[src/rtl/slp_pkg.sv]
package slp_pkg;
  typedef enum logic [1:0] {
    SZ_W4   = 2'd0,
    SZ_W8   = 2'd1,
    SZ_LINE = 2'd2
  } msize_e;

  typedef enum logic [2:0] {
    ST_IDLE, ST_CREQ, ST_CWAIT, ST_MREQ, ST_MWAIT, ST_FILL, ST_PFREQ, ST_RESP
  } st_e;
endpackage

[src/rtl/slp_pf_filter.sv]
module slp_pf_filter #(
  parameter int LN_W    = 26,
  parameter int PF_HIST = 4
) (
  input  logic            clk,
  input  logic            rst,
  input  logic [LN_W-1:0] chk_line,
  input  logic            push,
  input  logic [LN_W-1:0] push_line,
  output logic            hit
);
  logic [LN_W-1:0]    hist_line [PF_HIST];
  logic [PF_HIST-1:0] hist_vld;
  logic [PF_HIST-1:0] match;

  always_ff @(posedge clk) begin
    if (rst) begin
      hist_vld <= '0;
    end else if (push) begin
      hist_vld <= {hist_vld[PF_HIST-2:0], 1'b1};
    end
  end

  always_ff @(posedge clk) begin
    if (push) hist_line[0] <= push_line;
  end

  for (genvar i = 1; i < PF_HIST; i++) begin : g_shift
    always_ff @(posedge clk) begin
      if (push) hist_line[i] <= hist_line[i-1];
    end
  end

  for (genvar i = 0; i < PF_HIST; i++) begin : g_cmp
    assign match[i] = hist_vld[i] && (hist_line[i] == chk_line);
  end

  assign hit = |match;
endmodule

[src/rtl/slp_byte_counters.sv]
module slp_byte_counters
  import slp_pkg::*;
#(
  parameter int CNT_W      = 32,
  parameter int LINE_BYTES = 64
) (
  input  logic             clk,
  input  logic             rst,
  input  logic             add,
  input  msize_e           size,
  input  logic             sel,
  output logic [CNT_W-1:0] rdata
);
  logic [CNT_W-1:0] cnt_cached;
  logic [CNT_W-1:0] cnt_unc;
  logic [CNT_W-1:0] nbytes;

  always_comb begin
    case (size)
      SZ_W4:   nbytes = CNT_W'(4);
      SZ_W8:   nbytes = CNT_W'(8);
      default: nbytes = CNT_W'(LINE_BYTES);
    endcase
  end

  always_ff @(posedge clk) begin
    if (rst) begin
      cnt_cached <= '0;
      cnt_unc    <= '0;
      rdata      <= '0;
    end else begin
      if (add && size == SZ_LINE) cnt_cached <= cnt_cached + nbytes;
      if (add && size != SZ_LINE) cnt_unc    <= cnt_unc + nbytes;
      rdata <= sel ? cnt_unc : cnt_cached;
    end
  end
endmodule

[src/rtl/sel_load_path.sv]
module sel_load_path
  import slp_pkg::*;
#(
  parameter int AW         = 32,
  parameter int TW         = 4,
  parameter int LINE_BYTES = 64,
  parameter int PF_HIST    = 4,
  parameter int CNT_W      = 32
) (
  input  logic                          clk,
  input  logic                          rst,
  input  logic                          req_valid,
  output logic                          req_ready,
  input  logic [AW-1:0]                 req_addr,
  input  logic                          req_nolocal,
  input  logic                          req_wide,
  input  logic [TW-1:0]                 req_tag,
  output logic                          rsp_valid,
  output logic [TW-1:0]                 rsp_tag,
  output logic [63:0]                   rsp_data,
  output logic                          cache_req_valid,
  input  logic                          cache_req_ready,
  output logic [AW-1:0]                 cache_req_addr,
  input  logic                          cache_rsp_valid,
  input  logic                          cache_rsp_hit,
  input  logic [63:0]                   cache_rsp_data,
  output logic                          cache_fill_valid,
  output logic [AW-$clog2(LINE_BYTES)-1:0] cache_fill_line,
  output logic                          mem_req_valid,
  input  logic                          mem_req_ready,
  output logic [AW-1:0]                 mem_req_addr,
  output logic [1:0]                    mem_req_size,
  output logic                          mem_req_pf,
  input  logic                          mem_rsp_valid,
  input  logic [63:0]                   mem_rsp_data,
  input  logic                          cnt_sel,
  output logic [CNT_W-1:0]              cnt_rdata
);
  localparam int OFS_W = $clog2(LINE_BYTES);
  localparam int LN_W  = AW - OFS_W;

  st_e             st;
  logic [AW-1:0]   r_addr;
  logic            r_unc;
  logic            r_wide;
  logic [TW-1:0]   r_tag;
  logic [63:0]     r_data;
  logic [LN_W-1:0] line_cur;
  logic [LN_W-1:0] line_nxt;
  logic            pf_hit;
  msize_e          size_q;
  logic            mem_fire;

  assign line_cur = r_addr[AW-1:OFS_W];
  assign line_nxt = line_cur + LN_W'(1);

  function automatic logic [63:0] pick(input logic [63:0] d, input logic hi, input logic wide);
    if (wide) return d;
    return {32'b0, hi ? d[63:32] : d[31:0]};
  endfunction

  always_ff @(posedge clk) begin
    if (rst) begin
      st     <= ST_IDLE;
      r_addr <= '0;
      r_unc  <= 1'b0;
      r_wide <= 1'b0;
      r_tag  <= '0;
      r_data <= '0;
    end else begin
      case (st)
        ST_IDLE: if (req_valid) begin
          r_addr <= req_addr;
          r_unc  <= req_nolocal;
          r_wide <= req_wide;
          r_tag  <= req_tag;
          st     <= req_nolocal ? ST_MREQ : ST_CREQ;
        end
        ST_CREQ:  if (cache_req_ready) st <= ST_CWAIT;
        ST_CWAIT: if (cache_rsp_valid) begin
          if (cache_rsp_hit) begin
            r_data <= pick(cache_rsp_data, r_addr[2], r_wide);
            st     <= ST_RESP;
          end else begin
            st <= ST_MREQ;
          end
        end
        ST_MREQ:  if (mem_req_ready) st <= ST_MWAIT;
        ST_MWAIT: if (mem_rsp_valid) begin
          if (r_unc) begin
            r_data <= r_wide ? mem_rsp_data : {32'b0, mem_rsp_data[31:0]};
            st     <= ST_RESP;
          end else begin
            r_data <= pick(mem_rsp_data, r_addr[2], r_wide);
            st     <= ST_FILL;
          end
        end
        ST_FILL:  st <= pf_hit ? ST_RESP : ST_PFREQ;
        ST_PFREQ: if (mem_req_ready) st <= ST_RESP;
        ST_RESP:  st <= ST_IDLE;
        default:  st <= ST_IDLE;
      endcase
    end
  end

  always_comb begin
    if (st == ST_PFREQ || !r_unc) size_q = SZ_LINE;
    else if (r_wide)              size_q = SZ_W8;
    else                          size_q = SZ_W4;
  end

  always_comb begin
    if (st == ST_PFREQ)      mem_req_addr = {line_nxt, {OFS_W{1'b0}}};
    else if (size_q == SZ_W4) mem_req_addr = {r_addr[AW-1:2], 2'b00};
    else                      mem_req_addr = {r_addr[AW-1:3], 3'b000};
  end

  assign req_ready        = (st == ST_IDLE);
  assign rsp_valid        = (st == ST_RESP);
  assign rsp_tag          = r_tag;
  assign rsp_data         = r_data;
  assign cache_req_valid  = (st == ST_CREQ);
  assign cache_req_addr   = r_addr;
  assign cache_fill_valid = (st == ST_FILL);
  assign cache_fill_line  = line_cur;
  assign mem_req_valid    = (st == ST_MREQ) || (st == ST_PFREQ);
  assign mem_req_pf       = (st == ST_PFREQ);
  assign mem_req_size     = size_q;
  assign mem_fire         = mem_req_valid && mem_req_ready;

  slp_pf_filter #(.LN_W(LN_W), .PF_HIST(PF_HIST)) u_filt (
    .clk       (clk),
    .rst       (rst),
    .chk_line  (line_nxt),
    .push      (mem_fire && st == ST_PFREQ),
    .push_line (line_nxt),
    .hit       (pf_hit)
  );

  slp_byte_counters #(.CNT_W(CNT_W), .LINE_BYTES(LINE_BYTES)) u_cnt (
    .clk   (clk),
    .rst   (rst),
    .add   (mem_fire),
    .size  (size_q),
    .sel   (cnt_sel),
    .rdata (cnt_rdata)
  );
endmodule

[config.mk]
export PLATFORM = sky130hd
export DESIGN_NAME = sel_load_path
export DESIGN_NICKNAME = d
export VERILOG_FILES = /design/src/rtl/slp_pkg.sv /design/src/rtl/slp_pf_filter.sv /design/src/rtl/slp_byte_counters.sv /design/src/rtl/sel_load_path.sv
export SDC_FILE = /design/constraint.sdc
export NUM_CORES = 1
export LEC_CHECK = 0
export BUFFER_PORTS_ARGS = -buffer_cell sky130_fd_sc_hd__buf_2
export CORE_AREA = 2 2 184 186
export DETAILED_ROUTE_END_ITERATION = 7
export DIE_AREA = 0 0 186 188
export GPL_ROUTABILITY_DRIVEN = 0
export PLACE_DENSITY_LB_ADDON = 0.3
export SKIP_CTS_REPAIR_TIMING = 1
export SYNTH_ARGS = -nofsm -noshare
export SYNTH_HDL_FRONTEND = slang
export SYNTH_SLANG_ARGS = --single-unit
export TNS_END_PERCENT = 30
[constraint.sdc]
create_clock -name clk -period 3.5 [get_ports clk]
set_input_delay 0.175 -clock clk [delete_from_list [all_inputs] [get_ports clk]]
set_output_delay 0.175 -clock clk [all_outputs]
set_load 0.005 [all_outputs]
### Word-level counts from Yosys, hierarchy flattened

Memories as Yosys holds them, arrays and structs flattened.
Index checks and enable logic that the tools add are counted.

* flip-flop bits (word level): 205
* bits in latches: 0
* bits in writable memories: 104
* bits in read-only memories: 0
* input bits: 175
* output and inout bits: 198
* word-level logic and storage cells: 93
* memories kept: 1

Memory list
* u_filt.hist_line: words 4, bits a word 26, rd ports 4, clocked after memory_dff 0, wr ports 4, RTL line slp_pf_filter.sv:12 `logic [LN_W-1:0] hist_line [PF_HIST];`

* add/sub/neg operators: 3
* multipliers: 0
* divide/modulo/power cells: 0
* magnitude comparators: 0
* equal/unequal tests: 21
* shift-type cells: 0
* muxes and demuxes: 40
* bitwise logic cells: 0
* reductions and logical operators: 18

Operators by type and width (count)
* 2-to-1 mux 64 bit: 9
* 2-to-1 mux 32 bit: 4
* one-hot mux 64 bit (2 select lines): 1
* == test 26 bit: 4
* adder 32 x 7 -> 32 bit: 2
* adder 26 x 1 -> 26 bit, second input constant: 1
* 2-to-1 mux 3 bit: 8
* one-hot mux 3 bit (8 select lines): 1
* != test 2 bit, second input constant: 7
* one-hot mux 7 bit (2 select lines): 1
* 2-to-1 mux 1 bit: 13
* == test 3 bit, second input constant: 4
* logical AND 1 bit: 8
* == test 3 x 2 -> 1 bit, second input constant: 2
* 2-to-1 mux 2 bit: 3
* AND reduction 6 bit: 1
* AND reduction 4 bit: 1
* OR reduction 4 bit: 1
* == test 3 x 1 -> 1 bit, second input constant: 1
* zero test 3 bit: 1
* == test 2 x 1 -> 1 bit, second input constant: 1
* == test 2 bit, second input constant: 1
* zero test 2 bit: 1
* logical OR 1 bit: 2
* 4 further kinds: 4

### Logic depth before layout (Yosys ltp)

Gate-level depths: netlist (run 1).

* word-level depth: 9
* mapped depth: 18
* gate-level depth less buffers: 16

### Hierarchy

A second synthesis (run 1) with hierarchy kept.

* cells, all modules: 1504
* area total of the unflattened synthesis: 14665.3 µm²

By module, submodules not included
* sel_load_path: times used 1, cells each 781, area each 6090.8 µm², sequential area each 2102.0 µm²
* slp_pf_filter: times used 1, cells each 260, area each 4404.2 µm², sequential area each 3203.1 µm²
* slp_byte_counters: times used 1, cells each 463, area each 4170.2 µm², sequential area each 1801.7 µm²

### Least setup slack after synthesis (run 1)

Ideal clock, no wire load.

* kind: register -> register
* from: register st[1]
* to: memory u_filt.hist_line[0][0] (enable)
* library setup time: 460 ps
* data arrival time: 3161 ps
* data required time: 3040 ps
* setup slack: -122 ps
* stages on the path, launching flop included: 7
* buffers on the path: 2
* clock period less this slack: 3622 ps
* path through: dfxtp_1 > clkbuf_1 > clkbuf_1 > nand2_1 > inv_1 > nand2_1 > inv_1

RTL lines
* start, declared: RTL line sel_load_path.sv:42 `st_e st;`
* start signal, assigned: RTL line sel_load_path.sv:77 `st <= req_nolocal ? ST_MREQ : ST_CREQ;`
* start signal, assigned: RTL line sel_load_path.sv:98 `ST_FILL: st <= pf_hit ? ST_RESP : ST_PFREQ;`
* end, declared: RTL line slp_pf_filter.sv:12

### Final worst setup path (run 1)

* from: register r_addr[15] (netlist: cache_req_addr[15])
* to: register st[0]

* cells in the longest elaborated chain, start to end: 6
* elaborated cells on any way between the ends: 12
* those cells by class: 1 x add/sub; 4 x eq/ne; 2 x mux; 5 x reduce/logical

Ends and longest elaborated chain
* start, declared: RTL line sel_load_path.sv:43 `logic [AW-1:0] r_addr;`
* start signal, assigned: RTL line sel_load_path.sv:73 `r_addr <= req_addr;`
* adder 26 x 1 -> 26 bit (*): RTL line sel_load_path.sv:55 `assign line_nxt = line_cur + LN_W'(1);`
* == test 26 bit: RTL line slp_pf_filter.sv:35 `assign match[i] = hist_vld[i] && (hist_line[i] == chk_line);`
* logical AND 1 bit: RTL line slp_pf_filter.sv:35
* OR reduction 4 bit (*): RTL line slp_pf_filter.sv:38 `assign hit = |match;`
* 2-to-1 mux 1 bit (*): RTL line sel_load_path.sv:98
* one-hot mux 3 bit (8 select lines) (*): RTL line sel_load_path.sv:71 `case (st)`

Every way passes the cells marked *; elsewhere a longest branch is shown, timed or not.
A chain may end at the register's enable or synchronous reset.

==> results of run 1 <==
layer usage:
metal / track usage [%] / part of all wire, % / up-vias
met4: 10.6 / 4.0 / 4
met3: 6.54 / 8.8 / 146
li1: - / - / 6824
met1: 35.9 / 40 / 6989
met5: 0 / 0.053 / -
met2: 46.1 / 48 / 684
logic make-up (layout without fill, tap and decap cells):
| logic type | count (synthesis) | count (layout) |
|---|---|---|
| simple gates | 658 | 658 |
| compound gates | 304 | 304 |
| flops | 303 | 303 |
| xor+xnor | 193 | 193 |
| buf+inv | 186 | 562 |
| mux | 102 | 102 |
| fa+ha+maj | 9 | 9 |
| other cells | 1 | 7 |
stage by stage:
stage / setup WS, ns / utilization (%) / hold slack, ns / power (mW) / cells
detailed placement: 0.0114 / 54.8 / 0.422 / 6.42 / 2484
CTS: -0.0651 / 58.2 / -0.133 / 9.97 / 2546
floorplan: -0.0735 / - / 0.311 / 5.54 / 1759
finish: 0.0285 / 59.6 / -0.00362 / 10.0 / 2586
global route: 0.0179 / 59.6 / 0.0131 / 10.4 / 2584
global placement: 0.00112 / 54.8 / 0.415 / 6.40 / 2484
worst max path at each step:
stage | to | slack [ns] | cells after the start
final | st[0] | 0.03 | 9
after floorplan | u_cnt.cnt_unc[26] | -0.07 | 17
after global routing | u_cnt.cnt_unc[30] | 0.02 | 17
after global placement | st[0] | 0.001 | 11
after detailed placement | st[0] | 0.01 | 11
after CTS | st[0] | -0.07 | 11
worst register-to-register path, cell delays in order, from the launching register on:
cell,delay (ns)
dfxtp_1,0.63
and4_1,0.36
nand4_2,0.32
or4_1,0.62
a22oi_1,0.24
nand4_1,0.14
nor4_1,0.31
a32o_1,0.21
a41oi_1,0.08
a211oi_1,0.42
flip-flops by register name, indices dropped and copies added, names as in the netlist:
signal            cells
r_wide                1
cache_req_addr       32
u_filt.hist_vld       4
u_cnt.rdata          30
st                    3
u_filt.hist_line    104
u_cnt.cnt_unc        30
u_cnt.cnt_cached     30
rsp_tag               4
r_unc                 1
rsp_data             64
power breakdown:
group | switching, mW | internal [mW] | total [mW]
Combinational | 1.45 | 0.978 | 2.43
Sequential | 0.202 | 3.81 | 4.01
Clock | 1.49 | 2.08 | 3.56
final cells by class:
class,instances,area [um^2]
Fill cell,2852,13400
Multi-Input combinational cell,1270,8050
Sequential cell,303,7110
Timing Repair Buffer,470,2740
Clock buffer,50,1030
Tap cell,448,561
Inverter,30,116
Clock inverter,12,106
Antenna cell,3,7.51
layout by cell type (no fill, tap or decap), types with 6 or more instances in the layout:
master,netlist,routed
a21oi_1,135,134
a311oi_1,34,34
o31ai_1,7,7
nor3_1,21,20
xnor2_1,112,111
nor2b_1,6,6
nand2b_1,11,10
mux2_2,65,65
mux2i_1,37,37
nand2_1,220,219
and4_1,10,10
clkbuf_16,0,36
buf_4,31,62
buf_2,13,367
clkinv_2,0,6
nor4_1,14,12
o21ai_0,60,60
and2_1,8,7
clkbuf_8,0,8
dfxtp_1,199,195
o211ai_1,6,6
inv_1,29,28
clkbuf_1,97,6
and3_1,18,17
or3_1,12,11
o22ai_1,6,6
edfxtp_1,104,104
ha_1,7,7
xor2_1,74,74
nand4_1,27,27
nor2_1,206,203
dlygate4sd3_1,0,37
o221ai_1,8,8
nand3_1,78,76
==> results.toml, run 1 <==
[worst_setup_path]
crit_buf_inv = 0
r2r_cells = 9
end_kind = "register"
worstSetupStartpointType = "register"
crit_fanout = 9
rr_startpoint = "cache_req_addr[15]"
critPathRequiredTime_ns = 3.87
startpoint = "cache_req_addr[15]"
r2r-end = "st[0]"
slowest_delay_ns = 0.63
path_delay_family = "simple AND/OR/NAND/NOR gates"
reg2reg_setup_slack_ns = 0.03
crit_arrival_ns = 3.85
cp_slowest_cell = "dfxtp_1"
crit_chain = "and4_1, nand4_2, or4_1, a22oi_1, nand4_1, nor4_1, a32o_1, a41oi_1, a211oi_1"
crit_type = "register to register"

[run]
drv_cap = 0

[outcome]
status = "complete, but fails checks"
violations = "negative hold slack"

[route]
drc = 0
wl_per_cell_um = 19.7
firstDrtPassIters = 5
drtIter0Drc = 1281
wl_mm = 50.9
ant_nets = 0
num_vias = 14600
viasPerCell = 5.66

[global_routing]
grt_pass1_vias = 13900
globalRouteOverflowTotal = 0
grt_max_degree = 92
antenna_found_initial = 4
grtUsageTotal_pct = 28.1
grt_pass1_wl_mm = 77.1

[place]
place.port_buffers = 368
dpl-instance-area_um2 = 18100
hpwlAfterDp_mm = 36.8

[power_and_ir_drop]
power_leakage_nw = 7.98
p_per_area_nw_per_um2 = 507
ir_drop_v = 0.000345

[timing]
fin_tns_setup_ns = 0
finalMaxSlewViolations = 0
relSlewSlack_pct = 32.8
post-route-period-util_pct = 99.2
min_period_ns = 3.47
clock.fmax_mhz = 288
worst_hold_slack_ns = -0.00362
setup_viol = 0
tightest_slew_ns = 1.00
fin_skew_ns = 0.0310
rsz0062_at_grt = "false"
hold_viol = 1

[hold_path]
hold_end = "cache_req_addr[17]"
min_path_cells = 3
hold_path_class = "primary input to register"
min_from = "req_addr[17]"

[layout]
nets = 2293
area_growth_pct = 24.1
drive_gt1_share_pct = 27.6
stdcell_area_um2 = 19700

[logic_synthesis]
synth_area_leader_cell = "dfxtp_1"
synth_top_family_by_area = "simple AND/OR/NAND/NOR gates"
synthMuxAreaShare_pct = 6.94
synth-simple-area-share_pct = 19.2
synth_top_area_share_pct = 25.1
postSynthAreaPerCell_um2 = 9.05
ys_seq_area_share_pct = 44.7
async_reset_ff_share_pct = 0
ys_top_cells_by_area = "dfxtp_1, edfxtp_1, xnor2_1"
ys_ff_latch = 303
synth_compound_area_share_pct = 11.9
synth.cell_area_um2 = 15900
synth-adder-area-share_pct = 0.803
synthCells = 1756
yosysMostFrequentCell = "nand2_1"
yosys_warnings = 0
ys_types = 75
synth_enable_flop_cells = 104
synth_xor_xnor_area_share_pct = 11.2
synthTopCellsByCount = "nand2_1, nor2_1, dfxtp_1"
synth_ff_type = "dfxtp_1"

[die]
dieHeight_um = 188
core_area_um2 = 33100
start_util_pct = 48.0
fp.dieW_um = 186
io_pins = 373
num_rows = 67
dieArea_um2 = 35000

[clocking]
insertion_delay_ns = 0.54
cts_buffers = 34
htree_levels = 2
cts.sinks = 303
tritoncts = "yes"
cts_buffer_depth = 3
clockRootBuffer = "clkbuf_16"
path_clk_slew_ns = 0.06
No activity file was read; power rests on OpenSTA's default activity.
==> inputs of run 2 (changes only) <==
--- a/config.mk
+++ b/config.mk
@@ -6,9 +6,9 @@
 export NUM_CORES = 1
 export LEC_CHECK = 0
 export BUFFER_PORTS_ARGS = -buffer_cell sky130_fd_sc_hd__buf_2
-export CORE_AREA = 2 2 184 186
+export CORE_AREA = 2 2 131 260
 export DETAILED_ROUTE_END_ITERATION = 7
-export DIE_AREA = 0 0 186 188
+export DIE_AREA = 0 0 133 262
 export GPL_ROUTABILITY_DRIVEN = 0
 export PLACE_DENSITY_LB_ADDON = 0.3
 export SKIP_CTS_REPAIR_TIMING = 1
==> run 2 against run 1 <==
The run now ends clean. Non-clock buffer count grew 12. Core utilization grew 0.58 points. Sequential cell count is the same. Worst hold slack gained 0.024 ns. Global-route usage grew 1.9 points. Final area is essentially flat. Sequential share of layout area is essentially flat. Clock skew shrank 0.0093 ns. Critical path type unchanged. Critical endpoint unchanged. Largest power group unchanged.
==> results.toml, run 2 (synthesized netlist as in run 1, its figures left out) <==
[outcome]
status = "finished, final reports clean"

[power_and_ir_drop]
total_power_mw = 9.83
power_leakage_nw = 7.99
p_per_area_nw_per_um2 = 498
ir_drop_v = 0.000381

[route]
drc = 0
firstDrtPassIters = 6
wl_per_cell_um = 21.4
wl_mm = 55.0
drtIter0Drc = 1264
ant_nets = 0
num_vias = 15000
viasPerCell = 5.84

[worst_setup_path]
critPathRequiredTime_ns = 3.97
worstSetupStartpointType = "register"
end_kind = "register"
crit_arrival_ns = 3.81
crit_type = "register to register"
crit_fanout = 9

[die]
num_rows = 94
fp.dieW_um = 133
dieArea_um2 = 34800
start_util_pct = 48.4
core_area_um2 = 32800
dieHeight_um = 262
io_pins = 373

[layout]
largest-register = "u_filt.hist_line"
final_cell_count_no_fill = 2570
final_common_cell = "buf_2"
num-fill-cells = 2775
drive_gt1_share_pct = 28.0
area_growth_pct = 24.2
final_cell_mix = "buf_2, nand2_1, nor2_1"
nets = 2300
stdcell_area_um2 = 19700
utilization_pct = 60.2
largest_register_ffs = 104

[place]
dpl-instance-area_um2 = 18200
place.port_buffers = 368
dp_cells = 2477
dp_slack_ns = 0.164
hpwlAfterDp_mm = 40.4

[timing]
finalMaxSlewViolations = 0
relSlewSlack_pct = 31.7
setup_ws_ns = 0.161
rsz0062_at_grt = "true"
post-route-period-util_pct = 95.4
worst_hold_slack_ns = 0.0205
setup_viol = 0
min_period_ns = 3.34
clock.fmax_mhz = 300
tightest_slew_ns = 1.03
fin_skew_ns = 0.0217
hold_viol = 0
fin_tns_setup_ns = 0

[global_routing]
globalRouteOverflowTotal = 0
grt_pass1_vias = 14600
antenna_found_initial = 1
grt_max_degree = 118
grt_pass1_wl_mm = 81.1
grtUsageTotal_pct = 30.0

[clocking]
htree_levels = 1
path_clk_slew_ns = 0.07
cts.sinks = 303
tritoncts = "yes"
insertion_delay_ns = 0.58
clockRootBuffer = "clkbuf_16"
cts_buffers = 29
cts_buffer_depth = 3

[run]
drv_cap = 0

[hold_path]
hold_path_class = "primary input to register"
## run 2: cell count changes in the layout (fill, tap and decap cells not counted), sizes merged
cell / previous run / this run
inv: 29 / 32
bufinv: 0 / 2
diode: 3 / 1
clkinvlp: 1 / 2
buf: 433 / 443
dlygate4sd3: 37 / 39
clkinv: 12 / 3
clkbuf: 50 / 43
## run 2: critical path: stages (launching register included)
cell and delay (ns):
dfxtp_1 0.52, and4_1 0.46, nand4_4 0.29, or4_1 0.59, a22oi_1 0.44, nand4_1 0.15
nor4_1 0.28, a32o_1 0.16, a41oi_1 0.05, a211oi_1 0.27
## run 2: per-layer routing
layer	share of wire (%)	vias up	track usage, %
li1	-	6817	-
met4	8.0	0	21.2
met1	33	7103	30.4
met2	52	822	54.8
met3	7.2	254	5.92
met5	0	-	0
## run 2: worst paths after layout
kind / depth (start not counted) / end / slack, ns / from
worst min-delay path: 5 / rsp_data[26] / 0.02 / mem_rsp_data[58]
worst max register to register: 9 / st[0] / 0.16 / cache_req_addr[9]
worst max-delay path: 9 / st[0] / 0.16 / cache_req_addr[9]
worst min register to register: 2 / rsp_data[43] / 0.45 / rsp_data[43]
## run 2: cell type report
class / count / area, um^2 / area share, %
Clock inverter: 9 / 116 / 0.589
Inverter: 30 / 116 / 0.589
Sequential cell: 303 / 7110 / 36.0
Clock buffer: 43 / 906 / 4.59
Multi-Input combinational cell: 1270 / 8060 / 40.8
Antenna cell: 1 / 2.50 / 0.0127
Timing Repair Buffer: 482 / 2890 / 14.6
Tap cell: 432 / 541 / 2.74
## run 2: power breakdown
part	internal, mW	total (mW)	switching (mW)
registers	3.81	4.01	0.201
logic	0.986	2.46	1.48
clock network	1.95	3.35	1.40
total	6.74	9.83	3.08
